<file path="src/rtl/usb_irq_pkg.sv">
package usb_irq_pkg;

    localparam int DATA_W = 8;
    localparam int ADDR_W = 3;
    localparam int GEN_W  = 6;

    typedef enum logic [ADDR_W-1:0] {
        SEL_GEN_FLAG = 3'd0,
        SEL_GEN_EN   = 3'd1,
        SEL_IN_FLAG  = 3'd2,
        SEL_IN_EN    = 3'd3,
        SEL_OUT_FLAG = 3'd4,
        SEL_OUT_EN   = 3'd5,
        SEL_VECTOR   = 3'd6,
        SEL_EP0      = 3'd7
    } reg_sel_e;

    // general event bit positions
    localparam int GEV_SETUP_DATA = 0;
    localparam int GEV_SOF        = 1;
    localparam int GEV_SETUP_TOK  = 2;
    localparam int GEV_SUSPEND    = 3;
    localparam int GEV_BUS_RESET  = 4;
    localparam int GEV_HS_ENTER   = 5;

    // endpoint-0 control/status bit positions
    localparam int EP0_STALL    = 0;
    localparam int EP0_NAK      = 1;
    localparam int EP0_IN_BUSY  = 2;
    localparam int EP0_OUT_BUSY = 3;

    // vector codes
    localparam logic [DATA_W-1:0] VEC_SETUP     = 8'h00;
    localparam logic [DATA_W-1:0] VEC_BUS_RESET = 8'h10;
    localparam logic [DATA_W-1:0] VEC_HS_ENTER  = 8'h14;
    localparam logic [DATA_W-1:0] VEC_ENDPOINT  = 8'h28;
    localparam logic [DATA_W-1:0] VEC_NONE      = 8'hFF;

endpackage

</file>
<file path="src/rtl/usb_w1c_bank.sv">
// Bank of sticky flags: set by strobes, cleared by writing 1, set wins.
module usb_w1c_bank #(
    parameter int W = 6
) (
    input  logic         clk,
    input  logic         rst_n,
    input  logic [W-1:0] set_i,
    input  logic         wr_i,
    input  logic [W-1:0] clr_i,
    output logic [W-1:0] q_o
);

    logic [W-1:0] clr_mask;

    assign clr_mask = wr_i ? clr_i : '0;

    always_ff @(posedge clk or negedge rst_n) begin
        if (!rst_n) begin
            q_o <= '0;
        end else begin
            q_o <= (q_o & ~clr_mask) | set_i;
        end
    end

endmodule

</file>
<file path="src/rtl/usb_rw_reg.sv">
// Plain software-written register.
module usb_rw_reg #(
    parameter int W = 6
) (
    input  logic         clk,
    input  logic         rst_n,
    input  logic         wr_i,
    input  logic [W-1:0] wdata_i,
    output logic [W-1:0] q_o
);

    always_ff @(posedge clk or negedge rst_n) begin
        if (!rst_n) begin
            q_o <= '0;
        end else if (wr_i) begin
            q_o <= wdata_i;
        end
    end

endmodule

</file>
<file path="src/rtl/usb_vec_encoder.sv">
// Fixed-priority encoder from enabled pending events to a jump code.
module usb_vec_encoder
    import usb_irq_pkg::*;
(
    input  logic [GEN_W-1:0]  gen_act_i,
    input  logic              ep_act_i,
    output logic [DATA_W-1:0] code_o
);

    always_comb begin
        if (gen_act_i[GEV_BUS_RESET]) begin
            code_o = VEC_BUS_RESET;
        end else if (gen_act_i[GEV_HS_ENTER]) begin
            code_o = VEC_HS_ENTER;
        end else if (gen_act_i[GEV_SETUP_DATA]) begin
            code_o = VEC_SETUP;
        end else if (ep_act_i) begin
            code_o = VEC_ENDPOINT;
        end else begin
            code_o = VEC_NONE;
        end
    end

endmodule

</file>
<file path="src/rtl/usb_evt_regs.sv">
module usb_evt_regs
    import usb_irq_pkg::*;
#(
    parameter int NUM_EP = 3
) (
    input  logic              clk,
    input  logic              rst_n,
    input  logic [GEN_W-1:0]  gen_evt,
    input  logic [NUM_EP-1:0] ep_in_evt,
    input  logic [NUM_EP-1:0] ep_out_evt,
    input  logic              ep0_nak_evt,
    input  logic              ep0_in_busy,
    input  logic              ep0_out_busy,
    input  logic [ADDR_W-1:0] bus_addr,
    input  logic              bus_wr,
    input  logic [DATA_W-1:0] bus_wdata,
    input  logic              bus_rd,
    output logic [DATA_W-1:0] bus_rdata,
    output logic              irq
);

    localparam int N_DIR = 2;

    reg_sel_e          sel;
    logic [GEN_W-1:0]  gen_flag_q;
    logic [GEN_W-1:0]  gen_en_q;
    logic [NUM_EP-1:0] ep_flag_q [N_DIR];
    logic [NUM_EP-1:0] ep_en_q   [N_DIR];
    logic [NUM_EP-1:0] ep_act_v  [N_DIR];
    logic              stall_q;
    logic              nak_q;
    logic [GEN_W-1:0]  gen_act;
    logic              ep_act;
    logic [DATA_W-1:0] vec_code;
    logic [DATA_W-1:0] rd_mux;
    logic              unused_wdata_hi;

    assign sel             = reg_sel_e'(bus_addr);
    assign unused_wdata_hi = ^bus_wdata[DATA_W-1:GEN_W];

    // general event flags and enables
    usb_w1c_bank #(.W(GEN_W)) u_gen_flag (
        .clk   (clk),
        .rst_n (rst_n),
        .set_i (gen_evt),
        .wr_i  (bus_wr && (sel == SEL_GEN_FLAG)),
        .clr_i (bus_wdata[GEN_W-1:0]),
        .q_o   (gen_flag_q)
    );

    usb_rw_reg #(.W(GEN_W)) u_gen_en (
        .clk     (clk),
        .rst_n   (rst_n),
        .wr_i    (bus_wr && (sel == SEL_GEN_EN)),
        .wdata_i (bus_wdata[GEN_W-1:0]),
        .q_o     (gen_en_q)
    );

    // per-direction endpoint flags and enables (0 = IN, 1 = OUT)
    for (genvar d = 0; d < N_DIR; d++) begin : g_ep_dir
        localparam reg_sel_e FLG_SEL = (d == 0) ? SEL_IN_FLAG : SEL_OUT_FLAG;
        localparam reg_sel_e EN_SEL  = (d == 0) ? SEL_IN_EN   : SEL_OUT_EN;

        logic [NUM_EP-1:0] set_v;

        assign set_v = (d == 0) ? ep_in_evt : ep_out_evt;

        usb_w1c_bank #(.W(NUM_EP)) u_flag (
            .clk   (clk),
            .rst_n (rst_n),
            .set_i (set_v),
            .wr_i  (bus_wr && (sel == FLG_SEL)),
            .clr_i (bus_wdata[NUM_EP-1:0]),
            .q_o   (ep_flag_q[d])
        );

        usb_rw_reg #(.W(NUM_EP)) u_en (
            .clk     (clk),
            .rst_n   (rst_n),
            .wr_i    (bus_wr && (sel == EN_SEL)),
            .wdata_i (bus_wdata[NUM_EP-1:0]),
            .q_o     (ep_en_q[d])
        );

        assign ep_act_v[d] = ep_flag_q[d] & ep_en_q[d];
    end

    // endpoint-0 control/status
    usb_rw_reg #(.W(1)) u_stall (
        .clk     (clk),
        .rst_n   (rst_n),
        .wr_i    (bus_wr && (sel == SEL_EP0)),
        .wdata_i (bus_wdata[EP0_STALL]),
        .q_o     (stall_q)
    );

    usb_w1c_bank #(.W(1)) u_nak (
        .clk   (clk),
        .rst_n (rst_n),
        .set_i (ep0_nak_evt),
        .wr_i  (bus_wr && (sel == SEL_EP0)),
        .clr_i (bus_wdata[EP0_NAK]),
        .q_o   (nak_q)
    );

    // interrupt and vector
    assign gen_act = gen_flag_q & gen_en_q;
    assign ep_act  = |(ep_act_v[0] | ep_act_v[1]);
    assign irq     = (|gen_act) | ep_act;

    usb_vec_encoder u_vec (
        .gen_act_i (gen_act),
        .ep_act_i  (ep_act),
        .code_o    (vec_code)
    );

    // read path
    always_comb begin
        rd_mux = '0;
        unique case (sel)
            SEL_GEN_FLAG: rd_mux[GEN_W-1:0]  = gen_flag_q;
            SEL_GEN_EN:   rd_mux[GEN_W-1:0]  = gen_en_q;
            SEL_IN_FLAG:  rd_mux[NUM_EP-1:0] = ep_flag_q[0];
            SEL_IN_EN:    rd_mux[NUM_EP-1:0] = ep_en_q[0];
            SEL_OUT_FLAG: rd_mux[NUM_EP-1:0] = ep_flag_q[1];
            SEL_OUT_EN:   rd_mux[NUM_EP-1:0] = ep_en_q[1];
            SEL_VECTOR:   rd_mux             = vec_code;
            SEL_EP0: begin
                rd_mux[EP0_STALL]    = stall_q;
                rd_mux[EP0_NAK]      = nak_q;
                rd_mux[EP0_IN_BUSY]  = ep0_in_busy;
                rd_mux[EP0_OUT_BUSY] = ep0_out_busy;
            end
            default: rd_mux = '0;
        endcase
    end

    always_ff @(posedge clk or negedge rst_n) begin
        if (!rst_n) begin
            bus_rdata <= '0;
        end else if (bus_rd) begin
            bus_rdata <= rd_mux;
        end
    end

endmodule

</file>
<file path="config.mk">
export PLATFORM = sky130hd
export DESIGN_NAME = usb_evt_regs
export DESIGN_NICKNAME = d
export VERILOG_FILES = /design/src/rtl/usb_irq_pkg.sv /design/src/rtl/usb_w1c_bank.sv /design/src/rtl/usb_rw_reg.sv /design/src/rtl/usb_vec_encoder.sv /design/src/rtl/usb_evt_regs.sv
export SDC_FILE = /design/constraint.sdc
export NUM_CORES = 1
export LEC_CHECK = 0
export ABC_AREA = 1
export BUFFER_PORTS_ARGS = -buffer_cell sky130_fd_sc_hd__buf_2
export CAP_MARGIN = 0
export CELL_PAD_IN_SITES_DETAIL_PLACEMENT = 1
export CELL_PAD_IN_SITES_GLOBAL_PLACEMENT = 1
export CORE_MARGIN = 2
export CORE_UTILIZATION = 37
export CTS_CLUSTER_SIZE = 20
export DETAILED_ROUTE_END_ITERATION = 6
export PLACE_DENSITY_LB_ADDON = 0.12
export SETUP_SLACK_MARGIN = 0.4
export SLEW_MARGIN = 10
export SYNTH_ARGS = -nofsm -noshare
export SYNTH_HDL_FRONTEND = slang
export SYNTH_SLANG_ARGS = --single-unit
</file>
<file path="constraint.sdc">
create_clock -name clk -period 1.4 [get_ports clk]
set_input_delay 0.21 -clock clk [delete_from_list [all_inputs] [get_ports clk]]
set_output_delay 0.21 -clock clk [all_outputs]
set_load 0.05 [all_outputs]
</file>
==> impl_metrics.toml <==
[timing]
fin_crit_ns = 1.61
setup_violations = 1
clock_skew_ns = 0.0208
maxSlewViolCount = 0
max_freq_ghz = 0.622
grt_setup_unrepaired = "yes"
worst_slew_pin_slew_ns = 0.449
relSlewSlack_pct = 70.1
finalWorstSetupSlack_ns = -0.208
fin_crit_sh_pct = 115
hold_violations = 0

[synth]
syn_nets = 274
yosys-mux-area-fraction_pct = 0
yosys.area_share.simple_pct = 29.1
synth_compound_area_share_pct = 12.0
yosys.cell_types.count = 18
yosysSeqAreaShare_pct = 47.4
synth-adder-area-share_pct = 2.16
synth_warnings = 0
synth_area_um2 = 1740
netlist_instances = 241
synth_top_family_by_area = "simple AND/OR/NAND/NOR gates"
syn_area_per_cell_um2 = 7.23
ys_seq_elements = 33
synth-xor-area-share_pct = 0

[place]
place_area_um2 = 2130
io_buffers = 36
dp_cells = 341
detailed_place_hpwl_mm = 3.73
gp_congestion = 0.873

[global_route]
grt_antenna_before_repair = 0
grt_pass1_vias = 1901
grt_pass1_wl_mm = 9.11
grt_max_degree = 34
grtUsageTotal_pct = 22.9
grt_overflow_total = 0

[worst_setup_path]
cpMostUsedCell = "nand2_2"
reg2reg_to = "bus_rdata[2]$_DFFE_PN0P_"
path_max_fanout = 3
worstSetupPathType = "reg2out"
start_kind = "register"
startpoint = "u_gen_flag.q_o[4]$_DFF_PN0_"
r2r-start = "g_ep_dir[0].u_flag.q_o[0]$_DFF_PN0_"
crit_arrival_ns = 1.40
critPathMaxStageDelay_ns = 0.42
reg2regPathDepth = 9
crit_slowest_cell = "dfrtp_1"
crit_family = "flip-flops"
crit_path_cell_trace = "nand2_2 -> nand3_4 -> a211oi_4 -> nand2_2 -> buf_8"
required_ns = 1.19
end_kind = "primary output"
regToRegSetupSlack_ns = 0.09
path_buf_inv = 1
crit_end = "irq"
path_depth = 5

[floorplan]
fp.dieH_um = 72.6
floorplan.initialDensity_pct = 39.2
ioPinCount = 39
floorplan.die_area_um2 = 5270
die_w_um = 72.6
fp.coreArea_um2 = 4440
placement_rows = 24

[finish]
antenna_cells = 0
nets = 353
layoutNonFillerInstCount = 372
drive_above_1_share_pct = 40.0
design_area_um2 = 2670
area_growth_pct = 53.1
postLayoutCoreUtil_pct = 60.0
final_cell_mix = "nand2_1, inv_1, dfrtp_1, buf_4, buf_2"
layout_commonest_cell = "nand2_1"

[route]
wire_per_inst_um = 16.9
vias_per_cell = 5.09
drt_iter0_markers = 58
dr.pass1.iters = 4
antenna_left = 0
drc_errors = 0
dr_total_vias = 1894
drt_wl_total_mm = 6.29

[pwr]
powerDensity_nw_per_um2 = 1040
p_leak_nw = 1.40
ir_worst_vdd_mv = 0.766

[clock_tree]
cts_buffers = 5
cts-root-buf = "clkbuf_8"
cts.sinks = 33
clk_latency_ns = 0.30
tritoncts = "done"
htreeDepth = 2
cts_buffer_depth = 2
clkTransAtPathRegs_ns = 0.09

[outcome]
outcome = "finished, violations left"
violations = "setup timing"

[hold_path]
min_path_type = "in2reg"

[job]
drv.max_cap_violation_count = 0
-- worst min path at each step --
stage	start	slack, ns	endpoint	depth (start not counted)
6_report	gen_evt[1]	0.10	u_gen_flag.q_o[1]$_DFF_PN0_	3
4_1_cts	ep0_nak_evt	0.10	u_nak.q_o$_DFF_PN0_	3
5_1_grt	gen_evt[2]	0.11	u_gen_flag.q_o[2]$_DFF_PN0_	3
3_3_place_gp	rst_n	0.27	u_stall.q_o$_DFFE_PN0P_	2
2_1_floorplan	rst_n	-0.09	bus_rdata[0]$_DFFE_PN0P_	0
3_5_place_dp	rst_n	0.27	u_stall.q_o$_DFFE_PN0P_	2
-- through the flow --
| stage | TNS [ns] | hold WS [ns] | power (mW) | worst slack [ns] |
|---|---|---|---|---|
| floorplan | 0 | -0.0856 | 1.50 | 0.156 |
| detailed placement | -0.425 | 0.273 | 1.73 | -0.117 |
| global route | -0.266 | 0.105 | 2.90 | -0.266 |
| CTS | -0.159 | 0.102 | 2.61 | -0.159 |
| finish | -0.208 | 0.100 | 2.76 | -0.208 |
| global placement | -0.0905 | 0.268 | 1.71 | -0.0541 |
-- routing by layer --
metal  up-vias  track usage (%)  routed length, um
li1        904                -                  -
met1       924             29.4               2710
met2        53             39.4               3190
met3        13             4.97                269
met4         0             5.14                129
met5         -                0                  0
-- layout make-up --
type                            instances  area [um^2]
Clock inverter                          1         5.00
Sequential cell                        33          827
Timing Repair Buffer                   74          571
Fill cell                             525         1780
Multi-Input combinational cell        169          980
Tap cell                               52         65.1
Clock buffer                            6         72.6
Inverter                               37          146
-- sequential cells by signal, summed over array words and instances (netlist names) --
register,flops
bus_rdata,7
g_ep_dir.u_en.q_o,6
g_ep_dir.u_flag.q_o,6
u_gen_en.q_o,6
u_gen_flag.q_o,6
u_nak.q_o,1
u_stall.q_o,1
-- power breakdown --
| part | switching (mW) | total, mW | leakage [nW] | internal (mW) |
|---|---|---|---|---|
| clock network | 0.373 | 0.712 | 0.0410 | 0.338 |
| logic | 0.534 | 0.922 | 0.993 | 0.388 |
| registers | 0.0768 | 1.13 | 0.368 | 1.05 |
-- timing repair --
item                                    in CTS  in global routing
hold buffers                                 1                  0
pin swaps                                   12                 11
buffers inserted                            17                  5
endpoints found under the hold margin       33                  0
endpoints found under the setup margin      29                 35
cloned                                       0                  1
gates resized for setup                     52                 46
-- Yosys cell counts --
master    instances  area, um^2
o22ai_1           1        6.26
inv_1            37         139
nor2_1           15        56.3
nand2_1          94         353
buf_4             1        7.51
o21bai_1          3        22.5
or2_2             1        6.26
o21ai_0          29         145
nor3_1            5        25.0
a22o_1            2        17.5
dfrtp_1          33         826
buf_6             1        11.3
a211oi_1          1        7.51
buf_2             1        5.00
ha_1              3        37.5
a21oi_1           2        10.0
nor2_4            1        11.3
nand3_1          11        55.1
-- cells by family (layout without fill, tap and decap cells) --
| family | Yosys count | after routing |
|---|---|---|
| compound gates | 38 | 38 |
| flops | 33 | 33 |
| fa+ha+maj | 3 | 3 |
| buf+inv | 40 | 118 |
| simple gates | 127 | 128 |
-- worst min-delay path, delay by kind of cell --
family	cells	cell delay, ns
AND/OR/NAND/NOR	1	0.05
buffers and inverters	2	0.10
(Power assumes the default switching activity.)
